==> config.mk <==
export PLATFORM = sky130hd
export DESIGN_NAME = cerate_ctrl
export DESIGN_NICKNAME = d
export VERILOG_FILES = /design/src/rtl/cerate_pkg.sv /design/src/rtl/cerate_clamp.sv /design/src/rtl/cerate_upd_fsm.sv /design/src/rtl/cerate_accum.sv /design/src/rtl/cerate_ctrl.sv
export SDC_FILE = /design/constraint.sdc
export NUM_CORES = 1
export LEC_CHECK = 0
export CAP_MARGIN = 20
export CORE_MARGIN = 2
export CORE_UTILIZATION = 45
export DETAILED_ROUTE_END_ITERATION = 6
export PLACE_DENSITY_LB_ADDON = 0.25
export SETUP_SLACK_MARGIN = 0.1
export SLEW_MARGIN = 0
export SYNTH_ARGS = -nofsm -noshare
export SYNTH_HDL_FRONTEND = slang
export SYNTH_SLANG_ARGS = --single-unit
==> constraint.sdc <==
create_clock -name clk -period 6.6 [get_ports clk]
set_clock_uncertainty 0.1 [all_clocks]
set_input_delay 0.99 -clock clk [delete_from_list [all_inputs] [get_ports clk]]
set_output_delay 0.99 -clock clk [all_outputs]
set_load 0.01 [all_outputs]
==> src/rtl/cerate_pkg.sv <==
package cerate_pkg;

    // Update-path states: nothing pending, or a limited request waiting for a pulse
    typedef enum logic [0:0] {
        ST_IDLE = 1'b0,
        ST_WAIT = 1'b1
    } upd_state_t;

    // Fixed default rate selected by power-on reset and by a zero request
    localparam int DEF_MHZ = 4;

endpackage

==> src/rtl/cerate_clamp.sv <==
module cerate_clamp #(
    parameter int RATE_W  = 8,
    parameter int MAX_MHZ = 50,
    parameter int DEF_MHZ = 4
) (
    input  logic [RATE_W-1:0] req,
    output logic [RATE_W-1:0] lim
);
    localparam logic [RATE_W-1:0] MAX_V = RATE_W'(MAX_MHZ);
    localparam logic [RATE_W-1:0] DEF_V = RATE_W'(DEF_MHZ);

    always_comb begin
        if (req == '0) begin
            lim = DEF_V;
        end else if (req > MAX_V) begin
            lim = MAX_V;
        end else begin
            lim = req;
        end
    end
endmodule

==> src/rtl/cerate_upd_fsm.sv <==
module cerate_upd_fsm
    import cerate_pkg::*;
#(
    parameter int RATE_W = 8
) (
    input  logic              clk,
    input  logic              por_rst,
    input  logic              wr_en,
    input  logic [RATE_W-1:0] wr_lim,
    input  logic              ce_now,
    output logic [RATE_W-1:0] rate_q,
    output upd_state_t        state_q
);
    localparam logic [RATE_W-1:0] DEF_V = RATE_W'(DEF_MHZ);

    upd_state_t        state_d;
    logic [RATE_W-1:0] pend_q;

    // Next-state logic
    always_comb begin
        state_d = state_q;
        unique case (state_q)
            ST_IDLE: begin
                if (wr_en && !ce_now) begin
                    state_d = ST_WAIT;   // post
                end
            end
            ST_WAIT: begin
                if (ce_now) begin
                    state_d = ST_IDLE;   // commit
                end
            end
            default: state_d = ST_IDLE;
        endcase
    end

    // State register
    always_ff @(posedge clk) begin
        if (por_rst) begin
            state_q <= ST_IDLE;
        end else begin
            state_q <= state_d;
        end
    end

    // Data registers: pending request and active rate
    always_ff @(posedge clk) begin
        if (por_rst) begin
            pend_q <= DEF_V;
            rate_q <= DEF_V;
        end else begin
            if (wr_en) begin
                pend_q <= wr_lim;
            end
            if (ce_now) begin
                if (wr_en) begin
                    rate_q <= wr_lim;
                end else if (state_q == ST_WAIT) begin
                    rate_q <= pend_q;
                end
            end
        end
    end
endmodule

==> src/rtl/cerate_accum.sv <==
module cerate_accum #(
    parameter int SYS_MHZ = 100,
    parameter int RATE_W  = 8,
    parameter int SUM_W   = 9
) (
    input  logic              clk,
    input  logic              por_rst,
    input  logic              brk_rst,
    input  logic [RATE_W-1:0] rate,
    output logic [SUM_W-1:0]  acc_q,
    output logic              ce_q
);
    localparam logic [SUM_W-1:0] SYS_V = SUM_W'(SYS_MHZ);

    logic [SUM_W-1:0] sum;
    logic             hit;

    always_comb begin
        sum = acc_q + SUM_W'(rate);
        hit = (sum >= SYS_V);
    end

    always_ff @(posedge clk) begin
        if (por_rst || brk_rst) begin
            acc_q <= '0;
            ce_q  <= 1'b0;
        end else if (hit) begin
            acc_q <= sum - SYS_V;
            ce_q  <= 1'b1;
        end else begin
            acc_q <= sum;
            ce_q  <= 1'b0;
        end
    end
endmodule

==> src/rtl/cerate_ctrl.sv <==
module cerate_ctrl
    import cerate_pkg::*;
#(
    parameter int SYS_MHZ = 100,
    parameter int MAX_MHZ = 50,
    parameter int RATE_W  = 8
) (
    input  logic              clk,
    input  logic              por_rst,
    input  logic              brk_rst,
    input  logic              wr_en,
    input  logic [RATE_W-1:0] wr_rate,
    output logic [RATE_W-1:0] rate_q,
    output logic              cpu_ce
);
    localparam int ACC_W = $clog2(2 * SYS_MHZ);
    localparam int SUM_W = ((ACC_W > RATE_W) ? ACC_W : RATE_W) + 1;

    // Elaboration-time parameter checks
    if (MAX_MHZ > SYS_MHZ) begin : g_bad_max
        $error("MAX_MHZ must not exceed SYS_MHZ");
    end
    if (DEF_MHZ > MAX_MHZ) begin : g_bad_def
        $error("default rate must not exceed MAX_MHZ");
    end
    if (MAX_MHZ >= (1 << RATE_W)) begin : g_bad_width
        $error("RATE_W too narrow for MAX_MHZ");
    end

    logic [RATE_W-1:0] wr_lim;
    logic [SUM_W-1:0]  acc_q;
    upd_state_t        upd_state;

    cerate_clamp #(
        .RATE_W (RATE_W),
        .MAX_MHZ(MAX_MHZ),
        .DEF_MHZ(DEF_MHZ)
    ) u_clamp (
        .req(wr_rate),
        .lim(wr_lim)
    );

    cerate_upd_fsm #(
        .RATE_W(RATE_W)
    ) u_upd (
        .clk    (clk),
        .por_rst(por_rst),
        .wr_en  (wr_en),
        .wr_lim (wr_lim),
        .ce_now (cpu_ce),
        .rate_q (rate_q),
        .state_q(upd_state)
    );

    cerate_accum #(
        .SYS_MHZ(SYS_MHZ),
        .RATE_W (RATE_W),
        .SUM_W  (SUM_W)
    ) u_acc (
        .clk    (clk),
        .por_rst(por_rst),
        .brk_rst(brk_rst),
        .rate   (rate_q),
        .acc_q  (acc_q),
        .ce_q   (cpu_ce)
    );
endmodule

==> tab_implementation.tex <==
\begin{tabular}{lr}
\hline
Metric & Value \\
\hline
\multicolumn{2}{l}{\textbf{STA}} \\
\quad Count of endpoints failing setup in the final report & 0 \\
\quad Min setup slack post-route & 3.86 ns \\
\quad Fin crit period & 2.74 ns \\
\quad RSZ-0062 raised after global routing & false \\
\quad Max Freq & between 300 and 400 MHz \\
\quad Number of max-slew violations in the final report & 0 \\
\quad Setup Total Neg Slack & 0 ns \\
\quad Post-route clock period utilization & 41.5\% \\
\quad Fin. Hold Viols & 0 \\
\quad Final hold slack & 0.386 ns \\
\quad Relative slew slack & about 59\% \\
\quad Slew at the pin closest to its max-slew limit & 0.611 ns \\
\multicolumn{2}{l}{\textbf{CTS}} \\
\quad Clock Tree Buf Depth & 2 \\
\quad Cell at the root of the clock tree & clkbuf\_4 \\
\quad \# resized after CTS & 0 \\
\quad Number of sinks on the clock net & 27 \\
\quad CTS Buf Count & 3 \\
\quad \# H-tree levels & 1 \\
\quad Clock tree from TritonCTS & built \\
\quad Worst-skew pair later-pin latency & 0.32 ns \\
\quad Clock edge transition at the registers on the reported setup and hold paths & 0.14 ns \\
\quad Count of hold buffers inserted by post-cts repair & 0 \\
\quad Setup Buffers After CTS & 0 \\
\multicolumn{2}{l}{\textbf{Detailed routing}} \\
\quad Overall routed net length & roughly 3500 um \\
\quad Number of search-and-repair iterations in the first detailed-routing pass & 4 \\
\quad Residual DRC & 0 \\
\quad Detailed router's first-iteration violation count & 108 \\
\quad ANT nets after route & 0 \\
\quad Total number of vias & approximately 1400 \\
\quad Routed length per instance & 14.1 um \\
\quad Detailed-route vias per instance & about 5.8 \\
\multicolumn{2}{l}{\textbf{Synthesis}} \\
\quad Dominant combinational cell family by area after synthesis & simple AND/OR/NAND/NOR gates \\
\quad Complex-gate fraction of the synthesized area & 23.3\% \\
\quad Async SR Flop Fraction & 0\% \\
\quad Fraction of post-synthesis cell area in the top cell type by area & 34.1\% \\
\quad Synthesized instance count & 183 \\
\quad Xor/xnor cell area share of the yosys netlist & 2.68\% \\
\quad Multiplexer area fraction after synthesis & 1.89\% \\
\quad Synth Warn \# & 0 \\
\quad Post-synth net total & 206 \\
\quad Cell taking the most area after synthesis & dfxtp\_1 \\
\quad Flop and latch count out of synthesis & 27 \\
\quad Distinct cell type count after synthesis & between 40 and 50 \\
\quad Post-synth EDFFs & 0 \\
\quad Arithmetic-cell share of the synthesized area counting full adders, half adders and majority gates & 9.15\% \\
\quad Combined area of all synthesized cells & 1590 sq um \\
\quad Sequential fraction of the synthesis area & 34.1\% \\
\quad Leading post-synthesis cells by cell area & dfxtp\_1, ha\_1, nor2\_1, a21oi\_1, a211oi\_1 \\
\quad Mean post-synth cell area & around 8.7 sq um \\
\quad Most used flip-flop cell after synthesis & dfxtp\_1 \\
\quad Fraction of the mapped netlist area in simple logic gates & 25.6\% \\
\multicolumn{2}{l}{\textbf{Floorplanning}} \\
\quad Die area & 4020 sq um \\
\quad Top-level port count & 21 \\
\quad Total core area & between 3000 and 4000 sq um \\
\quad Horizontal die dimension & about 63 um \\
\quad Die Y-Extent & 63.4 um \\
\quad Effective utilization at floorplan & between 40\% and 50\% \\
\quad Num rows & 21 \\
\multicolumn{2}{l}{\textbf{Min path}} \\
\quad Path class of the lowest-slack min-delay path & reg2reg \\
\quad Hold path cells & 1 \\
\quad Hold path start & u\_upd.pend\_q[6]\$\_SDFFE\_PP0P\_ \\
\quad Hold-critical path endpoint & u\_upd.pend\_q[6]\$\_SDFFE\_PP0P\_ \\
\multicolumn{2}{l}{\textbf{Worst setup path}} \\
\quad Register-to-register setup slack & 3.86 ns \\
\quad Start of the worst register-to-register path & u\_upd.rate\_q[1]\$\_SDFFE\_PP0P\_ \\
\quad Capturing element type of the critical path & flip-flop \\
\quad Reg2Reg Capture Point & u\_acc.acc\_q[6]\$\_SDFF\_PP0\_ \\
\quad Cell Chain, Critical Path & ha\_1, a211oi\_2, nor2\_1, xnor2\_1, ha\_1, nand3b\_1, nand4\_2, a31oi\_4, a211o\_1 \\
\quad CP max FO & 6 \\
\quad Master of the slowest instance on the critical path & xnor2\_1 \\
\quad Number of cell instances on the worst register-to-register path & 9 \\
\quad Library cell appearing most often on the critical path & ha\_1 \\
\quad Data arrival time of the worst path & 2.87 ns \\
\quad Critical Path Source & u\_upd.rate\_q[1]\$\_SDFFE\_PP0P\_ \\
\quad Required time of the worst setup path & 6.73 ns \\
\quad CP Launch Type & flip-flop \\
\quad Peak per-stage delay on the critical path & 0.43 ns \\
\quad Setup CP Type & reg2reg \\
\multicolumn{2}{l}{\textbf{Layout}} \\
\quad Area taken by flip-flops and latches & $\sim$540 sq um \\
\quad Number of nets at the end of the flow & roughly 230 \\
\quad Final Non-Filler Cells & 247 \\
\quad Area occupied by multi-input gates & 995 sq um \\
\quad Growth of design area from synthesis to finish & 16.3\% \\
\quad Fill cells & approximately 320 \\
\quad Layout cell share with drive strength beyond 1 & 7.96\% \\
\quad Cell area after layout & $\sim$1800 sq um \\
\quad ANT cells & 0 \\
\multicolumn{2}{l}{\textbf{Run status}} \\
\quad Outcome & completed \\
\multicolumn{2}{l}{\textbf{Flow run}} \\
\quad Number of max-capacitance violations reported & 0 \\
\multicolumn{2}{l}{\textbf{Pwr}} \\
\quad Power density over cell area & between 100 and 150 nW/um\^{}2 \\
\quad VDD IR max & 0.000117 V \\
\quad Reported leakage power & 0.775 nW \\
\multicolumn{2}{l}{\textbf{Place}} \\
\quad Placed instance area & 1820 sq um \\
\quad Number of placed instances, taps included & around 240 \\
\quad Number of I/O port buffers & 20 \\
\quad Detailed Place HPWL & 2700 um \\
\quad Worst Setup Slack post-DPL & 3.57 ns \\
\quad Placer congestion estimate & 0.817 \\
\multicolumn{2}{l}{\textbf{Global routing}} \\
\quad Pin count of the biggest net entering global routing & 20 \\
\quad Initial antenna violation count & 0 \\
\quad GR Util All Layers & 18.1\% \\
\quad Wire length of the first global-routing pass & 5900 um \\
\quad Via count of the first global-routing pass & 1366 \\
\quad Overflow left after global routing & 0 \\
\hline
\end{tabular}
==> worst max-delay path by stage <==
stage	cells past startpoint	slack, ns	end
2_1_floorplan	10	4.12	u_acc.acc_q[6]$_SDFF_PP0_
3_3_place_gp	5	3.61	u_acc.acc_q[4]$_SDFF_PP0_
3_5_place_dp	5	3.57	u_acc.acc_q[4]$_SDFF_PP0_
4_1_cts	9	3.86	u_acc.acc_q[6]$_SDFF_PP0_
5_1_grt	9	3.64	u_acc.acc_q[6]$_SDFF_PP0_
6_report	9	3.86	u_acc.acc_q[6]$_SDFF_PP0_
==> synth_stat cells, types with 4 or more instances <==
master and count:
a211oi_1 5, a21oi_1 13, and3_1 6, clkbuf_1 4, dfxtp_1 27, ha_1 10
inv_1 7, nand2_1 9, nor2_1 26, nor3_1 4, nor3b_1 5, o21ai_0 4
==> report_power, final <==
part	internal, mW	switching [mW]
registers	0.166	0.000909
clock network	0.0237	0.0464
logic	0.0132	0.0165
total	0.203	0.0638
==> per-stage QoR <==
step	util (%)	power, mW
floorplan	-	0.189
global placement	54.1	0.199
detailed placement	54.1	0.200
CTS	54.9	0.268
global route	54.9	0.280
finish	54.9	0.267
==> layer usage <==
metal | vias to the layer above | track usage, % | routed length, um
met3 | 10 | 2.86 | 131
li1 | 708 | - | -
met4 | 0 | 7.88 | 61
met2 | 43 | 30.5 | 1660
met5 | - | 0 | 0
met1 | 671 | 22.7 | 1640
==> layout make-up <==
class / instances / area share [%]
clock buffers: 4 / 1.42
inverters: 7 / 1.42
multi-input cells: 143 / 53.9
flip-flops and latches: 27 / 29.3
well taps: 46 / 3.12
repair buffers: 20 / 10.8
==> state kept, by name (all words and copies together) (netlist names) <==
signal	count
u_acc.acc_q	9
u_upd.pend_q	8
u_acc.ce_q	1
u_upd.rate_q	8
u_upd.state_q	1
==> logic make-up (layout without fill, tap and decap cells) <==
family | count (synthesis) | in the layout
AOI/OAI and AO/OA | 49 | 49
xor gates and xnor gates | 4 | 4
adders and majority gates | 11 | 11
buffers and inverters | 13 | 31
DFF | 27 | 27
muxes | 3 | 3
and+or+nand+nor | 76 | 76
==> cells in the final DEF, fill, tap and decap left out, types with 2 or more instances in the layout <==
cell and instances:
a211o_1 3, a211oi_1 5, a211oi_2 2, a21o_1 3
a21oi_1 13, a22oi_1 2, a31oi_1 3, and2_1 2
and3_1 6, clkbuf_4 3, clkdlybuf4s50_1 20, dfxtp_1 27
ha_1 10, inv_1 7, mux2i_1 3, nand2_1 9
nand2b_1 3, nand3_1 3, nand3b_1 3, nand4_1 3
nor2_1 26, nor2b_1 2, nor3_1 4, nor3b_1 5
o21ai_0 4, o21ai_1 3, or2_2 3, xnor2_1 3
==> critical path: cells and delay by family (launching register included) <==
family                   cells  cell delay [ns]
AND/OR/NAND/NOR              3             0.36
AO/OA/AOI/OAI                3             0.86
adder cells (fa/ha/maj)      2             0.54
XOR/XNOR                     1             0.43
flip-flops                   1             0.37
No activity file was read; power rests on OpenSTA's default activity.
